[src/rtl/i2c_rx_pkg.sv]
`timescale 1ns/1ps
package i2c_rx_pkg;
  typedef enum logic [2:0] {
    ST_IDLE,
    ST_ADDR,
    ST_DATA,
    ST_HOLD,
    ST_ACK,
    ST_SKIP
  } rx_state_t;
endpackage

[src/rtl/i2c_rx_sync.sv]
`timescale 1ns/1ps
module i2c_rx_sync #(
  parameter int WIDTH  = 2,
  parameter int STAGES = 2,
  parameter logic [WIDTH-1:0] RST_VAL = '1
) (
  input  logic             clk,
  input  logic             rst_n,
  input  logic [WIDTH-1:0] din,
  output logic [WIDTH-1:0] dout
);
  logic [WIDTH-1:0] stg [STAGES];

  always_ff @(posedge clk or negedge rst_n) begin
    if (!rst_n) begin
      for (int i = 0; i < STAGES; i++) stg[i] <= RST_VAL;
    end else begin
      stg[0] <= din;
      for (int i = 1; i < STAGES; i++) stg[i] <= stg[i-1];
    end
  end

  assign dout = stg[STAGES-1];
endmodule

[src/rtl/i2c_rx_linemon.sv]
`timescale 1ns/1ps
module i2c_rx_linemon (
  input  logic clk,
  input  logic rst_n,
  input  logic scl_s,
  input  logic sda_s,
  output logic scl_rise,
  output logic scl_fall,
  output logic start_det,
  output logic stop_det
);
  logic scl_q, sda_q;

  always_ff @(posedge clk or negedge rst_n) begin
    if (!rst_n) begin
      scl_q <= 1'b1;
      sda_q <= 1'b1;
    end else begin
      scl_q <= scl_s;
      sda_q <= sda_s;
    end
  end

  assign scl_rise  = scl_s & ~scl_q;
  assign scl_fall  = ~scl_s & scl_q;
  assign start_det = scl_s & scl_q & sda_q & ~sda_s;
  assign stop_det  = scl_s & scl_q & ~sda_q & sda_s;
endmodule

[src/rtl/i2c_rx_ctrl.sv]
`timescale 1ns/1ps
module i2c_rx_ctrl
  import i2c_rx_pkg::*;
#(
  parameter int ADDR_W = 7,
  parameter int DATA_W = 8
) (
  input  logic              clk,
  input  logic              rst_n,
  input  logic              enable,
  input  logic [ADDR_W-1:0] own_addr,
  input  logic              ack_level,
  input  logic              scl_rise,
  input  logic              scl_fall,
  input  logic              start_det,
  input  logic              stop_det,
  input  logic              sda_lvl,
  input  logic              buf_full,
  output logic              load,
  output logic [DATA_W-1:0] load_data,
  output logic              scl_oe,
  output logic              sda_oe
);
  localparam int CNT_W = $clog2(DATA_W + 1);
  localparam logic [CNT_W-1:0] LAST_BIT = CNT_W'(DATA_W);

  rx_state_t         st;
  logic [CNT_W-1:0]  cnt;
  logic [DATA_W-1:0] shreg;
  logic              ack_frame;
  logic              addr_hit;

  assign addr_hit  = (shreg[DATA_W-1 -: ADDR_W] == own_addr) && !shreg[0];
  assign load      = (st == ST_ACK) && scl_rise;
  assign load_data = shreg;

  always_ff @(posedge clk or negedge rst_n) begin
    if (!rst_n) begin
      st        <= ST_IDLE;
      cnt       <= '0;
      shreg     <= '0;
      ack_frame <= 1'b0;
      scl_oe    <= 1'b0;
      sda_oe    <= 1'b0;
    end else if (!enable) begin
      st     <= ST_IDLE;
      cnt    <= '0;
      scl_oe <= 1'b0;
      sda_oe <= 1'b0;
    end else if (start_det) begin
      st     <= ST_ADDR;
      cnt    <= '0;
      scl_oe <= 1'b0;
      sda_oe <= 1'b0;
    end else if (stop_det) begin
      st     <= ST_IDLE;
      cnt    <= '0;
      scl_oe <= 1'b0;
      sda_oe <= 1'b0;
    end else begin
      unique case (st)
        ST_ADDR, ST_DATA: begin
          if (scl_rise && cnt != LAST_BIT) begin
            shreg <= {shreg[DATA_W-2:0], sda_lvl};
            cnt   <= cnt + CNT_W'(1);
            if (cnt == '0) ack_frame <= ack_level;
          end else if (scl_fall && cnt == LAST_BIT) begin
            if (st == ST_ADDR && !addr_hit) begin
              st <= ST_SKIP;
            end else if (buf_full) begin
              st     <= ST_HOLD;
              scl_oe <= 1'b1;
            end else begin
              st     <= ST_ACK;
              sda_oe <= ~ack_frame;
            end
          end
        end
        ST_HOLD: begin
          if (!buf_full) begin
            st     <= ST_ACK;
            sda_oe <= ~ack_frame;
          end
        end
        ST_ACK: begin
          scl_oe <= 1'b0;
          if (scl_fall) begin
            st     <= ST_DATA;
            cnt    <= '0;
            sda_oe <= 1'b0;
          end
        end
        default: ;
      endcase
    end
  end
endmodule

[src/rtl/i2c_rx_buffer.sv]
`timescale 1ns/1ps
module i2c_rx_buffer #(
  parameter int DATA_W = 8
) (
  input  logic              clk,
  input  logic              rst_n,
  input  logic              enable,
  input  logic              load,
  input  logic [DATA_W-1:0] load_data,
  input  logic              rd_ready,
  output logic              full,
  output logic [DATA_W-1:0] data
);
  always_ff @(posedge clk or negedge rst_n) begin
    if (!rst_n) begin
      full <= 1'b0;
      data <= '0;
    end else if (!enable) begin
      full <= 1'b0;
    end else if (load) begin
      full <= 1'b1;
      data <= load_data;
    end else if (rd_ready && full) begin
      full <= 1'b0;
    end
  end
endmodule

[src/rtl/i2c_rx_target.sv]
`timescale 1ns/1ps
module i2c_rx_target #(
  parameter int ADDR_W      = 7,
  parameter int DATA_W      = 8,
  parameter int SYNC_STAGES = 2
) (
  input  logic              clk,
  input  logic              rst_n,
  input  logic              enable,
  input  logic [ADDR_W-1:0] own_addr,
  input  logic              ack_level,
  input  logic              scl_in,
  input  logic              sda_in,
  output logic              scl_oe,
  output logic              sda_oe,
  output logic              rx_valid,
  input  logic              rx_ready,
  output logic [DATA_W-1:0] rx_data
);
  logic              scl_s, sda_s;
  logic              scl_rise, scl_fall, start_det, stop_det;
  logic              load;
  logic [DATA_W-1:0] load_data;

  i2c_rx_sync #(.WIDTH(2), .STAGES(SYNC_STAGES), .RST_VAL(2'b11)) u_sync (
    .clk  (clk),
    .rst_n(rst_n),
    .din  ({scl_in, sda_in}),
    .dout ({scl_s, sda_s})
  );

  i2c_rx_linemon u_mon (
    .clk      (clk),
    .rst_n    (rst_n),
    .scl_s    (scl_s),
    .sda_s    (sda_s),
    .scl_rise (scl_rise),
    .scl_fall (scl_fall),
    .start_det(start_det),
    .stop_det (stop_det)
  );

  i2c_rx_ctrl #(.ADDR_W(ADDR_W), .DATA_W(DATA_W)) u_ctrl (
    .clk      (clk),
    .rst_n    (rst_n),
    .enable   (enable),
    .own_addr (own_addr),
    .ack_level(ack_level),
    .scl_rise (scl_rise),
    .scl_fall (scl_fall),
    .start_det(start_det),
    .stop_det (stop_det),
    .sda_lvl  (sda_s),
    .buf_full (rx_valid),
    .load     (load),
    .load_data(load_data),
    .scl_oe   (scl_oe),
    .sda_oe   (sda_oe)
  );

  i2c_rx_buffer #(.DATA_W(DATA_W)) u_buf (
    .clk      (clk),
    .rst_n    (rst_n),
    .enable   (enable),
    .load     (load),
    .load_data(load_data),
    .rd_ready (rx_ready),
    .full     (rx_valid),
    .data     (rx_data)
  );
endmodule

[config.mk]
export PLATFORM = sky130hd
export DESIGN_NAME = i2c_rx_target
export DESIGN_NICKNAME = d
export VERILOG_FILES = /design/src/rtl/i2c_rx_pkg.sv /design/src/rtl/i2c_rx_sync.sv /design/src/rtl/i2c_rx_linemon.sv /design/src/rtl/i2c_rx_ctrl.sv /design/src/rtl/i2c_rx_buffer.sv /design/src/rtl/i2c_rx_target.sv
export SDC_FILE = /design/constraint.sdc
export NUM_CORES = 1
export LEC_CHECK = 0
export BUFFER_PORTS_ARGS = -buffer_cell sky130_fd_sc_hd__buf_2
export CAP_MARGIN = 20
export CORE_ASPECT_RATIO = 0.6
export CORE_MARGIN = 8
export CORE_UTILIZATION = 45
export CTS_CLUSTER_SIZE = 24
export DETAILED_ROUTE_END_ITERATION = 8
export PLACE_DENSITY = 0.72
export SLEW_MARGIN = 5
export SYNTH_ARGS = -nofsm -noshare
export SYNTH_HDL_FRONTEND = slang
export SYNTH_SLANG_ARGS = --single-unit
[constraint.sdc]
create_clock -name clk -period 2.3 [get_ports clk]
set_input_delay 0.23 -clock clk [delete_from_list [all_inputs] [get_ports clk]]
set_output_delay 0.23 -clock clk [all_outputs]
set_load 0.005 [all_outputs]
Word-level counts from Yosys, hierarchy flattened
Index checks and enable logic that the tools add are counted.

Bits of input ports: 14. Flip-flop bits (word level): 33. Output and inout port bits: 11.

Add/subtract/negate cells: 1. Bitwise gates (word level): 14. Equality and inequality tests: 17. Multiplexer cells: 36. Reductions and logical operators: 17.

Operators by type and width (number): $mux W3 (9); $mux W4 (5); $ne A5 B4 Y1 const B (4); $reduce_and A5 Y1 (4); $mux W1 (18); $ne A5 B5 Y1 const B (3); $pmux W3 S3 (1); $pmux W4 S2 (1); $and A1 B1 Y1 (7); $eq A7 B7 Y1 (1); $not A1 Y1 (7); $eq A3 B2 Y1 const B (2); $logic_and A1 B1 Y1 (6); $ne A6 B1 Y1 const B (1); $reduce_and A6 Y1 (1); $ne A5 B1 Y1 const B (1); $add A4 B1 Y4 const B (1); $eq A4 B4 Y1 const B (1); $logic_not A4 Y1 (1); $ne A4 B4 Y1 const B (1); $eq A3 B1 Y1 const B (1); $eq A3 B3 Y1 const B (1); $ne A3 B1 Y1 const B (1); $pmux W1 S3 (1); other kinds (5) (6).

Logic depth before layout (Yosys ltp)
Gate-level depths: netlist of the first run.

Depth in word-level cells: 11. Mapped depth: 7. Depth with buffers taken out: 7.

Cells and area by module
Synthesis of the first run repeated with hierarchy kept, for this count alone.

Cells, all modules: 142. Area, all modules: 1672.9 um2.

By module, submodules not included: i2c_rx_ctrl (cells an instance 110, area each 1132.3 um2, instances 1); i2c_rx_buffer (cells an instance 20, area each 335.3 um2, instances 1); i2c_rx_sync (cells an instance 6, area each 120.1 um2, instances 1); i2c_rx_linemon (cells an instance 6, area each 85.1 um2, instances 1).

Least setup slack after synthesis of the first run
OpenSTA, ideal clock, no wires.

Path kind: register to register. Start: reg u_ctrl.cnt[0]. End: reg u_ctrl.ack_frame. Path slack: 0.315 ns. Data required time: 2.175 ns. Path buffers: 0. Arrival time: 1.861 ns. Stages on the path, launching flop included: 8. Path through: dfrtp_1 -> inv_1 -> ha_1 -> nand3b_1 -> nor4b_4 -> nand2_2 -> nor4b_2 -> mux2_2.

Cells in the longest elaborated chain, start to end: 3. Elaborated cells between the ends (all ways): 4. Those cells by class: eq/ne (1); reduce/logical (3).

Ends and longest elaborated chain: from (decl) (line i2c_rx_ctrl.sv:28) `logic [CNT_W-1:0] cnt;`; from (signal assigned) (line i2c_rx_ctrl.sv:65) `cnt <= cnt + CNT_W'(1);`; $ne A4 B4 Y1 (line i2c_rx_ctrl.sv:63) `if (scl_rise && cnt != LAST_BIT) begin`; $logic_and A1 B1 Y1 (line i2c_rx_ctrl.sv:63); $reduce_and A6 Y1 (no source line) *; to (signal assigned) (line i2c_rx_ctrl.sv:66) `if (cnt == '0) ack_frame <= ack_level;`; to (decl) (line i2c_rx_ctrl.sv:30) `logic ack_frame;`.

Mark *: on every way between the ends. The rest lies on a longest branch, timed or not. A chain may end at the register's enable or synchronous reset.

Worst setup path after layout of the first run
Start: reg u_ctrl.shreg[7], in the netlist u_ctrl.load_data[7]. End: reg u_ctrl.st[1].

Cells in the longest elaborated chain, start to end: 11.

Ends and longest elaborated chain: from (decl) (line i2c_rx_ctrl.sv:29) `logic [DATA_W-1:0] shreg;`; from (signal assigned) (line i2c_rx_ctrl.sv:64) `shreg <= {shreg[DATA_W-2:0], sda_lvl};`; $eq A7 B7 Y1 (line i2c_rx_ctrl.sv:33) `assign addr_hit = (shreg[DATA_W-1 -: ADDR_W] == own_addr) && !shreg[0];`; $logic_and A1 B1 Y1 (line i2c_rx_ctrl.sv:33); $logic_not A1 Y1 (line i2c_rx_ctrl.sv:68) `if (st == ST_ADDR && !addr_hit) begin`; $logic_and A1 B1 Y1 (line i2c_rx_ctrl.sv:68); $mux W3 (line i2c_rx_ctrl.sv:68); $mux W3 (line i2c_rx_ctrl.sv:67) `end else if (scl_fall && cnt == LAST_BIT) begin`; $mux W3 (line i2c_rx_ctrl.sv:63); $pmux W3 S3 (line i2c_rx_ctrl.sv:61) `unique case (st)`; $mux W3 (line i2c_rx_ctrl.sv:55) `end else if (stop_det) begin`; $mux W3 (line i2c_rx_ctrl.sv:50) `end else if (start_det) begin`; $mux W3 (line i2c_rx_ctrl.sv:45) `end else if (!enable) begin`; to (signal assigned) (line i2c_rx_ctrl.sv:46) `st <= ST_IDLE;`; to (signal assigned) (line i2c_rx_ctrl.sv:51) `st <= ST_ADDR;`; to (signal assigned) (line i2c_rx_ctrl.sv:56) `st <= ST_IDLE;`; to (decl) (line i2c_rx_ctrl.sv:27) `rx_state_t st;`.

No other way between the ends. The select of a mux whose other input is x is not followed.

==> results of run 1 <==
[final timing paths]
check	start	end	slack, ns	cells after the start
min in group clk	sda_in	u_sync.stg[2]$_DFF_PN1_	0.04	1
worst min register to register	u_sync.stg[2]$_DFF_PN1_	u_sync.dout[0]$_DFF_PN1_	0.36	0
worst min-delay path	rst_n	u_buf.data[3]$_DFFE_PN0P_	-0.004	1
max in group asynchronous	rst_n	u_buf.data[0]$_DFFE_PN0P_	1.84	1
worst max register to register	u_ctrl.load_data[7]$_DFFE_PN0P_	u_ctrl.st[1]$_DFFE_PN0P_	0.17	5
worst max-delay path	u_ctrl.load_data[7]$_DFFE_PN0P_	u_ctrl.st[1]$_DFFE_PN0P_	0.17	5
[power by group through the flow]
stage	Sequential [µW]	Combinational (µW)	Clock [µW]
6_report	675	168	424
5_1_grt	683	187	462
4_1_cts	675	169	434
3_5_place_dp	686	166	0
3_3_place_gp	682	164	0
2_1_floorplan	669	120	0
[synth_stat cells, types with 2 or more instances]
cell type and n:
a21oi_1 3, nor3_1 2, nor4_1 3, buf_4 2
nand2_1 8, xnor2_1 2, dfrtp_1 27, mux2_2 17
nand3b_1 2, nor2_1 5, o2111ai_1 2, nand2b_1 2
ha_1 2, nor2_2 2, o21ai_0 5, nand3_1 3
xor2_1 7, inv_1 6, dfstp_2 6
[final cells by class]
| cell class | count | area, µm² | area share |
|---|---|---|---|
| Sequential cell | 33 | 833 | 0.456 |
| Multi-Input combinational cell | 87 | 703 | 0.385 |
| Timing Repair Buffer | 25 | 128 | 0.0699 |
| Clock buffer | 6 | 72.6 | 0.0398 |
| Tap cell | 45 | 56.3 | 0.0308 |
| Inverter | 6 | 22.5 | 0.0123 |
| Clock inverter | 2 | 10.0 | 0.00548 |
[placed cells by master, fill, tap and decap left out, types with 2 or more instances in the layout]
cell | netlist | final
nand2_1 | 8 | 8
clkbuf_8 | 0 | 5
nor4_1 | 3 | 3
nor2_2 | 2 | 2
clkinv_2 | 0 | 2
nand2b_1 | 2 | 2
xor2_1 | 7 | 7
mux2_2 | 17 | 17
xnor2_1 | 2 | 2
buf_2 | 0 | 24
a21oi_1 | 3 | 3
nand3b_1 | 2 | 2
nand3_1 | 3 | 3
dfrtp_1 | 27 | 27
o2111ai_1 | 2 | 2
dfstp_2 | 6 | 6
nor2_1 | 5 | 5
inv_1 | 6 | 6
o21ai_0 | 5 | 5
nor3_1 | 2 | 2
ha_1 | 2 | 2
[metrics by stage]
stage / cells / hold slack, ns / utilization
global route: 204 / 0.0125 / 0.549
finish: 204 / -0.00355 / 0.549
global placement: 196 / 0.321 / 0.524
CTS: 204 / 0.00917 / 0.549
floorplan: 130 / -0.0656 / -
detailed placement: 196 / 0.326 / 0.524
[metal layers]
layer	routed length (µm)	track usage	vias to the layer above
li1	-	-	528
met1	1600	0.169	542
met2	1530	0.204	52
met3	296	0.0588	0
met4	0	0.0409	0
met5	0	0	-
[logic make-up (layout without fill, tap and decap cells)]
group | Yosys count | after routing | synth area share
buffers and inverters | 10 | 39 | 0.0331
AOI/OAI and AO/OA | 25 | 25 | 0.127
xor gates and xnor gates | 9 | 9 | 0.0496
adders and majority gates | 2 | 2 | 0.0157
and+or+nand+nor | 34 | 34 | 0.130
muxes | 17 | 17 | 0.120
DFF | 33 | 33 | 0.524
[state kept, by name, indices dropped and copies added, names as in the netlist, 2 cells and up]
name,flops
u_sync.stg,2
u_ctrl.st,3
u_ctrl.cnt,4
u_sync.dout,2
u_buf.data,8
u_ctrl.load_data,8
[worst reg2reg max path: stages, from the launching register on]
cell and delay [ns]:
dfrtp_1 0.43, xor2_1 0.17, nor4_1 0.48, a211oi_1 0.19, o311ai_0 0.51, o221a_2 0.30
==> results.yml, run 1 <==
pwr:
  seq_power_share: 0.533
  leakage_uw: 0.000873
  intPower_uw: 918
  switching_share: 0.275
  p_clk_frac: 0.335
  p_switching_uw: 349
  vdd_drop_max_mv: 0.446
  comb_power_share: 0.133
  power.total_uw: 1270
  power.density_mw_per_mm2: 694
global_route:
  grt_pass1_vias: 1221
  antenna_found_initial: 0
  track_usage: 0.134
  grt_overflow: 0
  grt_start_max_net_pins: 34
  grt_pass1_wl_mm: 5.83
cts:
  clk_latency_ns: 0.29
  cts_tree: "built"
  cts_max_path_buffers: 2
  root_buffer: "clkbuf_8"
  hold_buffers: 0
  clk_pin_slew_ns: 0.07
  cts_htree_levels: 2
  numCtsBuffers: 5
  numClockSinks: 33
  cts_setup_buffers: 0
  ctsResizeCount: 0
route:
  firstDrtPassIters: 4
  wirelength_mm: 3.43
  post-route-drc-count: 0
  first_iter_violations: 76
  vias_per_cell: 5.50
  num_vias: 1122
  wl_per_cell_um: 16.8
  drtAntennaViolNets: 0
die:
  num_io_pins: 25
  core_mm2: 0.00332
  rows: 16
  start_util: 0.478
  die_area_mm2: 0.00575
  die_w_um: 92.7
  die_h_um: 62.0
synthesis:
  yosys-top-cells-area: "dfrtp_1, mux2_2, dfstp_2"
  syn_inst: 130
  synth_edf_count: 0
  syn_area_mm2: 0.00159
  synth_area_leader_cell: "dfrtp_1"
  async_flop_share: 1.00
  yosysWarningCount: 0
  ys.flop_type: "dfrtp_1"
  ys_types: 43
  synth-seq-cells: 33
  synth_top_area_share: 0.425
  ys_seq_area_frac: 0.524
  synth_nets: 146
  syn_avg_cell_area_um2: 12.2
setup_path:
  path_class: "flip-flop to flip-flop"
  start_kind: "flip-flop"
  slowest_stage: "o311ai_0"
  setup.worst_path.end_class: "flip-flop"
  cp_num_buf_inv: 0
  crit_fanout: 3
  required_ns: 2.53
  path_delay_family: "compound AO/OA/AOI/OAI gates"
  worstPathCellList: "xor2_1 -> nor4_1 -> a211oi_1 -> o311ai_0 -> o221a_2"
  arrival_ns: 2.36
  critPathMaxStageDelay_ns: 0.51
placement:
  gp_congestion: 0.947
  place_worst_setup_slack_ns: 0.213
  dpl-instance-area_mm2: 0.00174
  io_buffers: 24
  hpwl_mm: 2.49
timing:
  fin_ws_ns: 0.167
  max_slew.worst_pin.slew_ns: 0.720
  setup_viol: 0
  timing.hold.ws_ns: -0.00355
  fin_setup_tns_ns: 0
  fin_crit_sh: 0.928
  slew-limit-headroom: 0.520
  finalClockSkew_ns: 0.00644
  hold_viol: 6
  max_freq_mhz: 469
  drv_slew: 0
  rsz0062_at_grt: "false"
  period_minus_slack_ns: 2.13
outcome:
  status: "finished, violations left"
  violations: "hold timing"
cells_and_area:
  drive_gt1_frac: 0.396
  nFillCells: 300
  area_delta_synth_final_pct: 14.9
  fin_area_mm2: 0.00183
  nets: 174
  num_antenna_cells: 0
flow_run:
  drv_cap: 0
worst_hold_path:
  min_path_type: "primary input to async pin"
Power figures use the tool's default switching activity.
==> inputs of run 2 (changes only) <==
- ABC_AREA: unset -> 1
- PLACE_DENSITY: 0.72 -> 0.71
- SYNTH_HIERARCHICAL: unset -> 1
==> results.yml, run 2 <==
outcome:
  status: "finished, violations left"
  violations: "hold timing"
route:
  post-route-drc-count: 0
  vias_per_cell: 4.71
  drtAntennaViolNets: 0
  wl_per_cell_um: 12.4
  first_iter_violations: 106
  wirelength_mm: 3.84
  firstDrtPassIters: 4
  num_vias: 1459
global_route:
  grt_start_max_net_pins: 34
  antenna_found_initial: 0
  track_usage: 0.134
  grt_overflow: 0
  grt_pass1_wl_mm: 6.67
  grt_pass1_vias: 1463
setup_path:
  path_delay_family: "simple AND/OR/NAND/NOR gates"
  cp.depth: 9
  reg2reg_depth: 9
  path_class: "flip-flop to flip-flop"
  worstPathCellList: "inv_1 -> nand2_1 -> nor2_1 -> inv_1 -> nand3_4 -> nor2_4 -> nand2_4 -> nor2_2 -> mux2_1"
  critPathMaxStageDelay_ns: 0.55
  start_kind: "flip-flop"
  required_ns: 2.48
  cp_num_buf_inv: 2
  setup.worst_path.end_class: "flip-flop"
  crit_fanout: 16
  cp_common_cell: "inv_1"
  arrival_ns: 2.11
  slowest_stage: "dfstp_2"
timing:
  slew-limit-headroom: 0.519
  finalClockSkew_ns: 0.00479
  setup_viol: 0
  drv_slew: 0
  max_slew.worst_pin.slew_ns: 0.721
  max_freq_mhz: 519
  timing.hold.ws_ns: -0.0184
  fin_setup_tns_ns: 0
  rsz0062_at_grt: "false"
  fin_crit_sh: 0.838
  hold_viol: 27
  period_minus_slack_ns: 1.93
synthesis:
  synthMuxAreaShare: 0.0143
  syn_avg_cell_area_um2: 7.92
  yosys.area_share.simple: 0.357
  synth_compound_area_frac: 0.0483
  synth_area_leader_cell: "dfrtp_1"
  synth-seq-cells: 33
  syn_inst: 232
  yosysWarningCount: 6
  synth_top_family_by_area: "simple AND/OR/NAND/NOR gates"
  synth_edf_count: 0
  netlist_top_cells_count: "nand2_1, inv_1, dfrtp_1, nand3_1, nor2_1"
  synthMostInstantiatedCell: "nand2_1"
  ys_seq_area_frac: 0.453
  synth_fa_ha_area_frac: 0.0136
  synth_top_area_share: 0.368
  ys.flop_type: "dfrtp_1"
  syn_area_mm2: 0.00184
  synth_nets: 248
  async_flop_share: 1.00
  ys_types: 28
  yosys-top-cells-area: "dfrtp_1, nand2_1, dfstp_2"
  synth_xor_area_frac: 0.00477
cells_and_area:
  num_antenna_cells: 0
  utilization: 0.522
  nets: 275
  area_delta_synth_final_pct: 14.0
  stdcell_count: 310
  final_common_cell: "nand2_1"
  drive_gt1_frac: 0.265
  nFillCells: 382
  final_cell_mix: "nand2_1, inv_1, dfrtp_1, buf_2, nand3_1"
die:
  start_util: 0.458
  num_io_pins: 25
  die_w_um: 98.5
  rows: 18
  core_mm2: 0.00401
  die_area_mm2: 0.00645
  die_h_um: 65.5
pwr:
  leakage_uw: 0.00116
  vdd_drop_max_mv: 0.371
  power.density_mw_per_mm2: 963
  seq_power_share: 0.399
  intPower_uw: 1260
  switching_share: 0.375
  p_clk_frac: 0.278
  comb_power_share: 0.322
  p_switching_uw: 756
cts:
  root_buffer: "clkbuf_8"
  cts_max_path_buffers: 2
  hold_buffers: 0
  numClockSinks: 33
  clk_pin_slew_ns: 0.07
  clk_latency_ns: 0.30
  numCtsBuffers: 5
  ctsResizeCount: 0
  cts_setup_buffers: 0
  cts_tree: "built"
  cts_htree_levels: 2
placement:
  dp.cells: 302
  hpwl_mm: 2.84
  gp_congestion: 0.863
  io_buffers: 24
flow_run:
  drv_cap: 0
worst_hold_path:
  min_path_type: "primary input to async pin"
==> run 2: cell count changes in the layout (fill, tap and decap cells not counted), sizes merged, moves of 3 or more <==
cell   before  now
inv         6   40
mux2       17    2
nand2       9   85
nand3       3   23
nor2        7   23
nor4        3    0
o21ai       5    9
xor2        7    1
==> run 2: path summary, 6_finish.rpt <==
| path | from | end | slack [ns] |
|---|---|---|---|
| max | u_sync/dout[0]$_DFF_PN1_ | u_ctrl/ack_frame$_DFFE_PN0P_ | 0.37 |
| min | rst_n | u_ctrl/load_data[4]$_DFFE_PN0P_ | -0.02 |
| max reg2reg | u_sync/dout[0]$_DFF_PN1_ | u_ctrl/ack_frame$_DFFE_PN0P_ | 0.37 |
| min reg2reg | u_sync/stg[3]$_DFF_PN1_ | u_sync/dout[1]$_DFF_PN1_ | 0.36 |
| max in group asynchronous | rst_n | u_ctrl/cnt[1]$_DFFE_PN0P_ | 1.86 |
| min in group clk | sda_in | u_sync/stg[2]$_DFF_PN1_ | 0.02 |
==> run 2: power by group through the flow <==
stage / clock network [µW] / registers, µW / logic [µW]
after floorplan: 0 / 789 / 490
after global placement: 0 / 814 / 634
after detailed placement: 0 / 815 / 646
after CTS: 574 / 804 / 652
after global routing: 589 / 823 / 739
final: 562 / 805 / 650
==> run 2: cells by family after synthesis <==
kind of cell / count (synthesis)
xor gates and xnor gates: 1
buffers and inverters: 45
AOI/OAI and AO/OA: 12
and+or+nand+nor: 137
DFF: 33
adders and majority gates: 2
muxes: 2
==> run 2: per-layer routing <==
layer  routed length, µm  track usage
met1                2050        0.178
met2                1440        0.182
met3                 236       0.0421
met4                 104       0.0911
met5                   0            0
==> run 2: per-stage QoR <==
| step | setup WS (ns) | hold slack [ns] | power (µW) | area [µm²] |
|---|---|---|---|---|
| 2_1_floorplan | 0.551 | -0.0656 | 1280 | 1840 |
| 6_report | 0.373 | -0.0184 | 2020 | 2090 |
| 3_3_place_gp | 0.446 | 0.334 | 1450 | 1980 |
| 5_1_grt | 0.250 | 0.0209 | 2150 | 2090 |
| 3_5_place_dp | 0.380 | 0.328 | 1460 | 1980 |
| 4_1_cts | 0.360 | 0.00286 | 2030 | 2090 |
==> run 2: final cells by class <==
| type | count | area (µm²) | share of cell area |
|---|---|---|---|
| flip-flops and latches | 33 | 833 | 0.398 |
| multi-input cells | 154 | 806 | 0.385 |
| inverters | 40 | 150 | 0.0717 |
| repair buffers | 25 | 128 | 0.0609 |
| clock buffers | 5 | 68.8 | 0.0329 |
| well taps | 50 | 62.6 | 0.0299 |
| clock inverters | 3 | 46.3 | 0.0221 |
